==> src/rtl/tmr_ctl_pkg.sv <==
package tmr_ctl_pkg;

   localparam int unsigned WIN_BITS = 6;

   localparam logic [5:0] OFS_COUNT    = 6'h00;
   localparam logic [5:0] OFS_RELOAD   = 6'h04;
   localparam logic [5:0] OFS_MATCH_A  = 6'h08;
   localparam logic [5:0] OFS_MATCH_B  = 6'h0C;
   localparam logic [5:0] OFS_CTRL_SET = 6'h10;
   localparam logic [5:0] OFS_CTRL_CLR = 6'h14;

   // control nibble layout, decoded by the channel counters
   localparam int unsigned CB_RUN    = 0;
   localparam int unsigned CB_EXTCLK = 1;
   localparam int unsigned CB_IRQEN  = 2;
   localparam int unsigned CB_PULSE  = 3;
   localparam int unsigned CTRL_W    = 4;
   localparam int unsigned STAT_BIT  = 16;

   typedef enum logic [2:0] {
      SEL_NONE,
      SEL_COUNT,
      SEL_RELOAD,
      SEL_MATCH_A,
      SEL_MATCH_B,
      SEL_CTRL_SET,
      SEL_CTRL_CLR
   } reg_sel_e;

endpackage

==> src/rtl/tmr_addr_dec.sv <==
module tmr_addr_dec
   import tmr_ctl_pkg::*;
#(
   parameter int unsigned AW  = 12,
   parameter int unsigned NCH = 8
) (
   input  logic [AW-1:0]  addr,
   output logic           in_range,
   output reg_sel_e       sel,
   output logic [NCH-1:0] ch_hit
);
   localparam int unsigned IDXW = AW - WIN_BITS;

   logic [IDXW-1:0] idx;
   logic [5:0]      ofs;

   assign idx = addr[AW-1:WIN_BITS];
   assign ofs = addr[WIN_BITS-1:0];

   // one extra bit so NCH == 2**IDXW does not wrap
   assign in_range = ({1'b0, idx} < (IDXW+1)'(NCH));

   for (genvar i = 0; i < NCH; i++) begin : g_hit
      assign ch_hit[i] = in_range && (idx == IDXW'(i));
   end

   always_comb begin
      sel = SEL_NONE;
      if (in_range) begin
         unique case (ofs)
            OFS_COUNT:    sel = SEL_COUNT;
            OFS_RELOAD:   sel = SEL_RELOAD;
            OFS_MATCH_A:  sel = SEL_MATCH_A;
            OFS_MATCH_B:  sel = SEL_MATCH_B;
            OFS_CTRL_SET: sel = SEL_CTRL_SET;
            OFS_CTRL_CLR: sel = SEL_CTRL_CLR;
            default:      sel = SEL_NONE;
         endcase
      end
   end
endmodule

==> src/rtl/tmr_chan_ctl.sv <==
module tmr_chan_ctl
   import tmr_ctl_pkg::*;
(
   input  logic              clk,
   input  logic              rst_n,
   input  logic              set_we,
   input  logic              clr_we,
   input  logic [CTRL_W-1:0] wbits,
   input  logic              stat_clr,
   input  logic              evt,
   output logic [CTRL_W-1:0] ctrl_q,
   output logic              stat_q
);
   // deferred halves of an ordered set or clear
   logic                pend_run;
   logic [CTRL_W-1:1]   pend_cfg;

   logic [CTRL_W-1:0]   base, nxt, newly, gone;
   logic                np_run;
   logic [CTRL_W-1:1]   np_cfg;

   always_comb begin
      base           = ctrl_q;
      base[CB_RUN]   = ctrl_q[CB_RUN] | pend_run;
      base[CTRL_W-1:1] = ctrl_q[CTRL_W-1:1] & ~pend_cfg;
      nxt    = base;
      np_run = 1'b0;
      np_cfg = '0;
      newly  = wbits & ~base;
      gone   = wbits & base;
      if (set_we) begin
         if (newly[CB_RUN] && (newly[CTRL_W-1:1] != '0)) begin
            nxt[CTRL_W-1:1] = base[CTRL_W-1:1] | wbits[CTRL_W-1:1];
            np_run          = 1'b1;
         end else begin
            nxt = base | wbits;
         end
      end else if (clr_we) begin
         if (gone[CB_RUN] && (gone[CTRL_W-1:1] != '0)) begin
            nxt[CB_RUN] = 1'b0;
            np_cfg      = wbits[CTRL_W-1:1];
         end else begin
            nxt = base & ~wbits;
         end
      end
   end

   always_ff @(posedge clk) begin
      if (!rst_n) begin
         ctrl_q   <= '0;
         pend_run <= 1'b0;
         pend_cfg <= '0;
         stat_q   <= 1'b0;
      end else begin
         ctrl_q   <= nxt;
         pend_run <= np_run;
         pend_cfg <= np_cfg;
         stat_q   <= evt | (stat_q & ~stat_clr);
      end
   end
endmodule

==> src/rtl/tmr_chan_words.sv <==
module tmr_chan_words #(
   parameter int unsigned DW = 32
) (
   input  logic          clk,
   input  logic          rst_n,
   input  logic          we_count,
   input  logic          we_reload,
   input  logic          we_match_a,
   input  logic          we_match_b,
   input  logic [DW-1:0] wdata,
   output logic          load_q,
   output logic [DW-1:0] reload_q,
   output logic [DW-1:0] match_a_q,
   output logic [DW-1:0] match_b_q
);
   always_ff @(posedge clk) begin
      if (!rst_n) begin
         load_q    <= 1'b0;
         reload_q  <= '0;
         match_a_q <= '0;
         match_b_q <= '0;
      end else begin
         load_q <= we_count;
         if (we_reload)  reload_q  <= wdata;
         if (we_match_a) match_a_q <= wdata;
         if (we_match_b) match_b_q <= wdata;
      end
   end
endmodule

==> src/rtl/tmr_ctl_regs.sv <==
module tmr_ctl_regs
   import tmr_ctl_pkg::*;
#(
   parameter int unsigned NCH = 8,
   parameter int unsigned DW  = 32,
   parameter int unsigned AW  = 12
) (
   input  logic              clk,
   input  logic              rst_n,
   input  logic              bus_en,
   input  logic              bus_we,
   input  logic [AW-1:0]     bus_addr,
   input  logic [DW-1:0]     bus_wdata,
   output logic              rsp_valid,
   output logic [DW-1:0]     rsp_rdata,
   input  logic [NCH-1:0]    evt_in,
   input  logic [NCH*DW-1:0] cnt_cur,
   output logic [NCH-1:0]    cnt_load,
   output logic [DW-1:0]     cnt_load_val,
   output logic [NCH*DW-1:0] reload_out,
   output logic [NCH*DW-1:0] match_a_out,
   output logic [NCH*DW-1:0] match_b_out,
   output logic [NCH-1:0]    run_en,
   output logic [NCH-1:0]    ext_clk_sel,
   output logic [NCH-1:0]    irq_en,
   output logic [NCH-1:0]    pulse_en,
   output logic [NCH-1:0]    irq_status
);
   if (DW <= STAT_BIT) begin : g_bad_dw
      $error("tmr_ctl_regs: DW must exceed the status bit position");
   end
   if (AW <= WIN_BITS) begin : g_bad_aw
      $error("tmr_ctl_regs: AW must leave room for a channel index");
   end
   if (NCH < 1 || NCH > (1 << (AW - WIN_BITS))) begin : g_bad_nch
      $error("tmr_ctl_regs: NCH does not fit the index field");
   end

   logic           in_range;
   reg_sel_e       sel;
   logic [NCH-1:0] ch_hit;
   logic           wr_go, rd_go;

   assign wr_go = bus_en &  bus_we;
   assign rd_go = bus_en & ~bus_we;

   tmr_addr_dec #(.AW(AW), .NCH(NCH)) u_dec (
      .addr     (bus_addr),
      .in_range (in_range),
      .sel      (sel),
      .ch_hit   (ch_hit)
   );

   logic [NCH-1:0][CTRL_W-1:0] ctrl_v;

   for (genvar i = 0; i < NCH; i++) begin : g_ch
      logic hit_w;
      assign hit_w = wr_go & ch_hit[i];

      tmr_chan_ctl u_ctl (
         .clk      (clk),
         .rst_n    (rst_n),
         .set_we   (hit_w && sel == SEL_CTRL_SET),
         .clr_we   (hit_w && sel == SEL_CTRL_CLR),
         .wbits    (bus_wdata[CTRL_W-1:0]),
         .stat_clr (hit_w && sel == SEL_CTRL_CLR && bus_wdata[STAT_BIT]),
         .evt      (evt_in[i]),
         .ctrl_q   (ctrl_v[i]),
         .stat_q   (irq_status[i])
      );

      tmr_chan_words #(.DW(DW)) u_words (
         .clk        (clk),
         .rst_n      (rst_n),
         .we_count   (hit_w && sel == SEL_COUNT),
         .we_reload  (hit_w && sel == SEL_RELOAD),
         .we_match_a (hit_w && sel == SEL_MATCH_A),
         .we_match_b (hit_w && sel == SEL_MATCH_B),
         .wdata      (bus_wdata),
         .load_q     (cnt_load[i]),
         .reload_q   (reload_out[i*DW +: DW]),
         .match_a_q  (match_a_out[i*DW +: DW]),
         .match_b_q  (match_b_out[i*DW +: DW])
      );

      assign run_en[i]      = ctrl_v[i][CB_RUN];
      assign ext_clk_sel[i] = ctrl_v[i][CB_EXTCLK];
      assign irq_en[i]      = ctrl_v[i][CB_IRQEN];
      assign pulse_en[i]    = ctrl_v[i][CB_PULSE];
   end

   always_ff @(posedge clk) begin
      if (!rst_n) begin
         cnt_load_val <= '0;
      end else if (wr_go && sel == SEL_COUNT) begin
         cnt_load_val <= bus_wdata;
      end
   end

   // one-hot read mux over channels
   logic [DW-1:0] rd_val;
   always_comb begin
      rd_val = '0;
      for (int i = 0; i < NCH; i++) begin
         if (ch_hit[i]) begin
            unique case (sel)
               SEL_COUNT:    rd_val = rd_val | cnt_cur[i*DW +: DW];
               SEL_RELOAD:   rd_val = rd_val | reload_out[i*DW +: DW];
               SEL_MATCH_A:  rd_val = rd_val | match_a_out[i*DW +: DW];
               SEL_MATCH_B:  rd_val = rd_val | match_b_out[i*DW +: DW];
               SEL_CTRL_SET: begin
                  rd_val[CTRL_W-1:0] = rd_val[CTRL_W-1:0] | ctrl_v[i];
                  rd_val[STAT_BIT]   = rd_val[STAT_BIT] | irq_status[i];
               end
               default:      rd_val = rd_val;
            endcase
         end
      end
   end

   always_ff @(posedge clk) begin
      if (!rst_n) begin
         rsp_valid <= 1'b0;
         rsp_rdata <= '0;
      end else begin
         rsp_valid <= rd_go;
         rsp_rdata <= rd_go ? rd_val : '0;
      end
   end
endmodule

==> config.mk <==
export PLATFORM = sky130hd
export DESIGN_NAME = tmr_ctl_regs
export DESIGN_NICKNAME = d
export VERILOG_FILES = /design/src/rtl/tmr_ctl_pkg.sv /design/src/rtl/tmr_addr_dec.sv /design/src/rtl/tmr_chan_ctl.sv /design/src/rtl/tmr_chan_words.sv /design/src/rtl/tmr_ctl_regs.sv
export SDC_FILE = /design/constraint.sdc
export NUM_CORES = 2
export LEC_CHECK = 0
export BUFFER_PORTS_ARGS = -buffer_cell sky130_fd_sc_hd__buf_2
export CAP_MARGIN = 10
export CELL_PAD_IN_SITES_DETAIL_PLACEMENT = 1
export CELL_PAD_IN_SITES_GLOBAL_PLACEMENT = 2
export CORE_AREA = 2 2 467 469
export CTS_BUF_LIST = sky130_fd_sc_hd__clkbuf_8 sky130_fd_sc_hd__clkbuf_16
export DETAILED_ROUTE_END_ITERATION = 7
export DIE_AREA = 0 0 469 471
export PLACE_DENSITY = 0.66
export SLEW_MARGIN = 20
export SYNTH_ARGS = -nofsm -noshare
export SYNTH_HDL_FRONTEND = slang
export SYNTH_HIERARCHICAL = 1
export SYNTH_SLANG_ARGS = --single-unit
export TNS_END_PERCENT = 30
==> constraint.sdc <==
create_clock -name clk -period 6.25 [get_ports clk]
set_input_delay 0.9375 -clock clk [delete_from_list [all_inputs] [get_ports clk]]
set_output_delay 0.9375 -clock clk [all_outputs]
set_load 0.05 [all_outputs]
Word level (Yosys, flattened, before mapping):

Cells that the tools add are included.

* flip-flop bits (word level): 913
* latch bits: 0
* bits in writable memories: 0
* memory bits (read-only): 0
* input bits: 312
* output and inout port bits: 881
* logic and storage cells: 467
* memories kept: 0

* add/subtract/negate cells: 0
* multipliers: 0
* div/mod/pow operators: 0
* $lt $le $gt $ge: 1
* equality and inequality tests: 18
* shift operators: 0
* multiplexer cells: 98
* bitwise logic cells: 167
* reduce and logical (&&, ||, !) cells: 116

Operators by type and width (number)
* $or 32x32->32: 28
* $pmux 15 s4: 8
* $pmux 12 s4: 8
* $mux 32: 8
* $pmux 4 s5: 8
* $and 4x4->4: 24
* $logic_and 1x1->1: 81
* $mux 4: 16
* $or 4x4->4: 15
* $mux 3: 17
* $reduce_bool 3->1: 16
* $pmux 1 s5: 8
* $not 4->4: 9
* $reduce_or 4->1: 8
* $eq 6x3->1 const B: 5
* $not 1->1: 26
* $and 3x3->3: 8
* $mux 1: 24
* $not 3->3: 8
* $or 3x3->3: 8
* $or 1x1->1: 23
* $and 1x1->1: 18
* $pmux 3 s6: 1
* $reduce_and 2->1: 9
* other kinds (9): 16

Depth between registers and ports, before layout:

* word-level depth: 27
* mapped depth: 17
* depth with buffers taken out: 12

Modules after synthesis:

The synthesis kept the hierarchy.

By module, submodules not included
* tmr_chan_words: instances 8, cells an instance 312, area each 3784.9 µm², sequential area each 1941.9 µm²
* tmr_ctl_regs: instances 1, cells an instance 1519, area each 10526.3 µm², sequential area each 1301.2 µm²
* tmr_chan_ctl: instances 8, cells an instance 40, area each 392.9 µm², sequential area each 180.2 µm²
* tmr_addr_dec: instances 1, cells an instance 24, area each 191.4 µm², sequential area each 0.0 µm²

Least setup slack after synthesis:

OpenSTA, ideal clock, no wires.

* kind: input port to flip-flop
* from: input bus_addr[1]
* to: register rsp_rdata[3]
* library setup time: 0.130 ns
* arrival time: 4.138 ns
* required time: 6.120 ns
* path slack: 1.982 ns
* stages: 15
* buffers on the path: 3
* cells stage by stage: or4_4 a211oi_2 clkbuf_1 buf_2 buf_1 mux2i_1 nor2_1 a221oi_1 o211ai_1 nand3_1 nand4b_1 a2111oi_0 o2111ai_1 a21oi_1 o31ai_1

* word-level cells in the longest chain between the ends: 27
* elaborated cells on any way between the ends: 64
* those cells by class: 10 x eq/ne; 18 x mux; 35 x bitwise; 1 x reduce/logical

RTL lines
* from (decl): RTL line tmr_ctl_regs.sv:12 `input logic [AW-1:0] bus_addr,`
* $eq 6x5->1, or another cell as far along: RTL line tmr_addr_dec.sv:30 `unique case (ofs)`
* $pmux 3 s6 *: RTL line tmr_addr_dec.sv:30
* $mux 3 *: RTL line tmr_addr_dec.sv:29 `if (in_range) begin`
* named net sel[2]: RTL line tmr_ctl_regs.sv:40 `reg_sel_e sel;`
* $eq 3x3->1, or another cell as far along: RTL line tmr_ctl_regs.sv:106 `unique case (sel)`
* $pmux 4 s5: RTL line tmr_ctl_regs.sv:106
* $mux 32: RTL line tmr_ctl_regs.sv:105 `if (ch_hit[i]) begin`
* $or 4x4->4, or another cell as far along: RTL line tmr_ctl_regs.sv:112 `rd_val[CTRL_W-1:0] = rd_val[CTRL_W-1:0] | ctrl_v[i];`
* [12 not listed]
* $pmux 4 s5: RTL line tmr_ctl_regs.sv:106
* $mux 32: RTL line tmr_ctl_regs.sv:105
* $or 4x4->4, or another cell as far along: RTL line tmr_ctl_regs.sv:112
* $pmux 4 s5: RTL line tmr_ctl_regs.sv:106
* $mux 32: RTL line tmr_ctl_regs.sv:105
* $or 4x4->4, or another cell as far along: RTL line tmr_ctl_regs.sv:112
* $pmux 4 s5: RTL line tmr_ctl_regs.sv:106
* $mux 32 *: RTL line tmr_ctl_regs.sv:105
* to (signal assigned): RTL line tmr_ctl_regs.sv:127 `rsp_rdata <= rd_go ? rd_val : '0;`
* to (decl): RTL line tmr_ctl_regs.sv:15 `output logic [DW-1:0] rsp_rdata,`

Mark *: on every way through the listed nets, which the timed path passes. The rest lies on a longest branch.
A chain may end at the register's enable or synchronous reset.

Worst setup path in the final report:

* from: input bus_addr[0]
* to: register rsp_rdata[17]

* word-level cells in the longest chain between the ends: 27
* elaborated cells on any way between the ends: 56
* those cells by class: 9 x eq/ne; 18 x mux; 28 x bitwise; 1 x reduce/logical

RTL lines (RTL line)
* $eq 6x5->1, or another cell as far along: tmr_addr_dec.sv:30
* $pmux 3 s6 *: tmr_addr_dec.sv:30
* $mux 3 *: tmr_addr_dec.sv:29
* named net sel[1]: tmr_ctl_regs.sv:40
* $eq 3x3->1, or another cell as far along: tmr_ctl_regs.sv:106
* $pmux 15 s4: tmr_ctl_regs.sv:106
* $mux 32: tmr_ctl_regs.sv:105
* $or 32x32->32 (on tied branches)
* [12 not listed]
* $pmux 15 s4: tmr_ctl_regs.sv:106
* $mux 32: tmr_ctl_regs.sv:105
* $or 32x32->32 (on tied branches)
* $pmux 15 s4: tmr_ctl_regs.sv:106
* $mux 32: tmr_ctl_regs.sv:105
* $or 32x32->32 (on tied branches)
* $pmux 15 s4: tmr_ctl_regs.sv:106
* $mux 32 *: tmr_ctl_regs.sv:105

Marked as above.

==> impl_metrics.tcl <==
set metrics [dict create \
    rows 171 \
    route.met3.wl_mm 22.9 \
    vias 42200 \
    path_buf_inv 2 \
    fin_crit_sh_pct 79.7 \
    p_leak_nw 20.4 \
    share_comb_of_total_power_pct 4.3 \
    clkTransAtPathRegs_ns 0.06 \
    grt_max_degree 234 \
    ctsResizeCount 0 \
    cap_violations 0 \
    drt_iter0_markers 3680 \
    cts_buffer_depth 3 \
    path_delay_family "simple AND/OR/NAND/NOR gates" \
    total_power_mw 13.9 \
    worst_slew_pin_slew_ns 1.22 \
    grt_pass1_wl_mm 412 \
    fin_crit_ns 4.98 \
    multi_input_area_sq_um 23200 \
    syn_avg_cell_area_sq_um 10.1 \
    ys_warn_count 6 \
    route.detailed.drc 0 \
    placed_cells 8227 \
    antenna_left 0 \
    arrival_ns 5.71 \
    drt-total-wl_mm 318 \
    register_area_sq_um 18300 \
    via_per_inst 4.98 \
    cts_root_buf "clkbuf_16" \
    rsz0062_at_grt "false" \
    skew_ns 0.0477 \
    wl_per_cell_um 37.6 \
    status "finished clean" \
    setup_viol 0 \
    layout.nets 5803 \
    ios 1193 \
    routed-wl-met2_mm 159 \
    fmax_ghz 0.201 \
    clk_latency_ns 0.81 \
    h-tree-depth 3 \
    core_area_sq_um 216000 \
    grt_use_total_pct 27.5 \
    netSwitchingFraction_pct 25.3 \
    gp_congestion 0.904 \
    cts_tree "built" \
    die_h_um 471 \
    hpwl_mm 244 \
    slowest_stage "nor3b_4" \
    cp.required_ns 6.98 \
    cts_buffers 116 \
    first_pass_iters 6 \
    p_clk_share_pct 53.7 \
    seqPwrFrac_pct 42.0 \
    port_buffers 1192 \
    hp-class "input pin to flop" \
    chipWidth_um 469 \
    highest_layer "met5" \
    finalNonFillerCells 8476 \
    grt_overflow 0 \
    slew_viol_final 0 \
    area_growth_pct 29.4 \
    dpl-instance-area_sq_um 52800 \
    p_switching_mw 3.51 \
    intPower_mw 10.4 \
    max-slew-margin-rel_pct 18.7 \
    synth_fp_nets 4670 \
    slowest_delay_ns 0.92 \
    final_area_sq_um 57100 \
    fillCellCount 25000 \
    start_kind "input pin" \
    drive_above_1_share_pct 29.9 \
    power_density_nw_per_um2 243 \
    netlist_instances 4358 \
    hold_viol 0 \
    worstSetupPathType "input pin to flop" \
    cts_sinks 913 \
    m1WireLength_mm 123 \
    antenna_found_initial 51 \
    crit_top_cell "a21oi_1" \
    grt_pass1_vias 42100 \
    end_kind "flop" \
    die_area_sq_um 221000 \
    cts_setup_buffers 0 \
    path_max_fanout 60 \
    crit_chain "buf_2 > or4_4 > a211oi_4 > nor3b_4 > buf_12 > a22oi_1 > a21oi_1 > o21ai_0 > nand4_1 > nand3_1 > a21oi_1" \
    ir_worst_vdd_uv 225 \
    synth.cell_area_sq_um 44100 \
    cts_hold_buf 0 \
    initial_core_util_pct 20.4 \
]
[power groups by stage]
stage	combinational (mW)	sequential, mW	clock [mW]
floorplan	0.182	5.97	0
global placement	0.592	5.96	0
detailed placement	0.596	5.96	0
CTS	0.597	5.83	7.63
global route	0.610	5.83	7.81
finish	0.593	5.83	7.45
[cell usage in the layout (no fill, tap or decap), types with 29 or more instances in the layout]
| cell | count |
|---|---|
| a221oi_1 | 98 |
| a21oi_1 | 171 |
| nor2_1 | 73 |
| mux2i_1 | 845 |
| clkbuf_16 | 117 |
| nor3_1 | 33 |
| buf_2 | 1191 |
| buf_12 | 31 |
| diode_2 | 29 |
| o21ai_0 | 61 |
| a21boi_0 | 32 |
| a22o_1 | 81 |
| o22ai_1 | 82 |
| buf_4 | 147 |
| inv_1 | 42 |
| dfxtp_1 | 913 |
| nand2_1 | 126 |
| a22oi_1 | 228 |
| nor2b_1 | 801 |
[routing by layer]
| metal | vias to the layer above | GRT usage [%] |
|---|---|---|
| met4 | 12 | 11.5 |
| met1 | 21700 | 31.5 |
| li1 | 18200 | - |
| met5 | - | 0 |
| met2 | 1873 | 48.6 |
| met3 | 402 | 6.47 |
[per-stage QoR]
| stage | util, % | hold WS (ns) | setup slack, ns | setup TNS, ns |
|---|---|---|---|---|
| after floorplan | - | 0.438 | 1.98 | 0 |
| after global placement | 24.4 | 0.449 | -0.715 | -0.715 |
| after detailed placement | 24.4 | 0.456 | 0.0276 | 0 |
| after CTS | 26.4 | 0.274 | 0.912 | 0 |
| after global routing | 26.4 | 0.333 | 0.843 | 0 |
| final | 26.4 | 0.350 | 1.27 | 0 |
[worst paths after layout]
| kind | from | to | cells after the start | slack (ns) |
|---|---|---|---|---|
| worst max-delay path | bus_addr[0] | rsp_rdata[17] | 11 | 1.27 |
| worst min-delay path | evt_in[4] | g_ch[4].u_ctl/stat_q | 3 | 0.35 |
| worst max register to register | g_ch[0].u_words/match_a_q[31] | rsp_rdata[31] | 9 | 2.85 |
| worst min register to register | cnt_load_val[6] | cnt_load_val[6] | 2 | 0.46 |
[area by class of cell]
class                           count  share of cell area, %
Antenna cell                       29                  0.127
Clock buffer                      145                   5.80
Clock inverter                     75                   1.54
Inverter                           28                  0.184
Multi-Input combinational cell   3062                   40.6
Sequential cell                   913                   32.0
Tap cell                         2854                   6.25
Timing Repair Buffer             1370                   13.5
[flip-flops by register name (all words and copies together), names as in the netlist, 24 cells and up]
register                count
g_ch.u_words/reload_q     256
rsp_rdata                  32
g_ch.u_ctl/pend_cfg        24
g_ch.u_ctl/ctrl_q          32
cnt_load_val               32
g_ch.u_words/match_b_q    256
g_ch.u_words/match_a_q    256
[worst min-delay path: stages]
cell	delay [ns]
buf_2	0.09
a21oi_1	0.04
nor2_1	0.07
(Power assumes the default switching activity.)
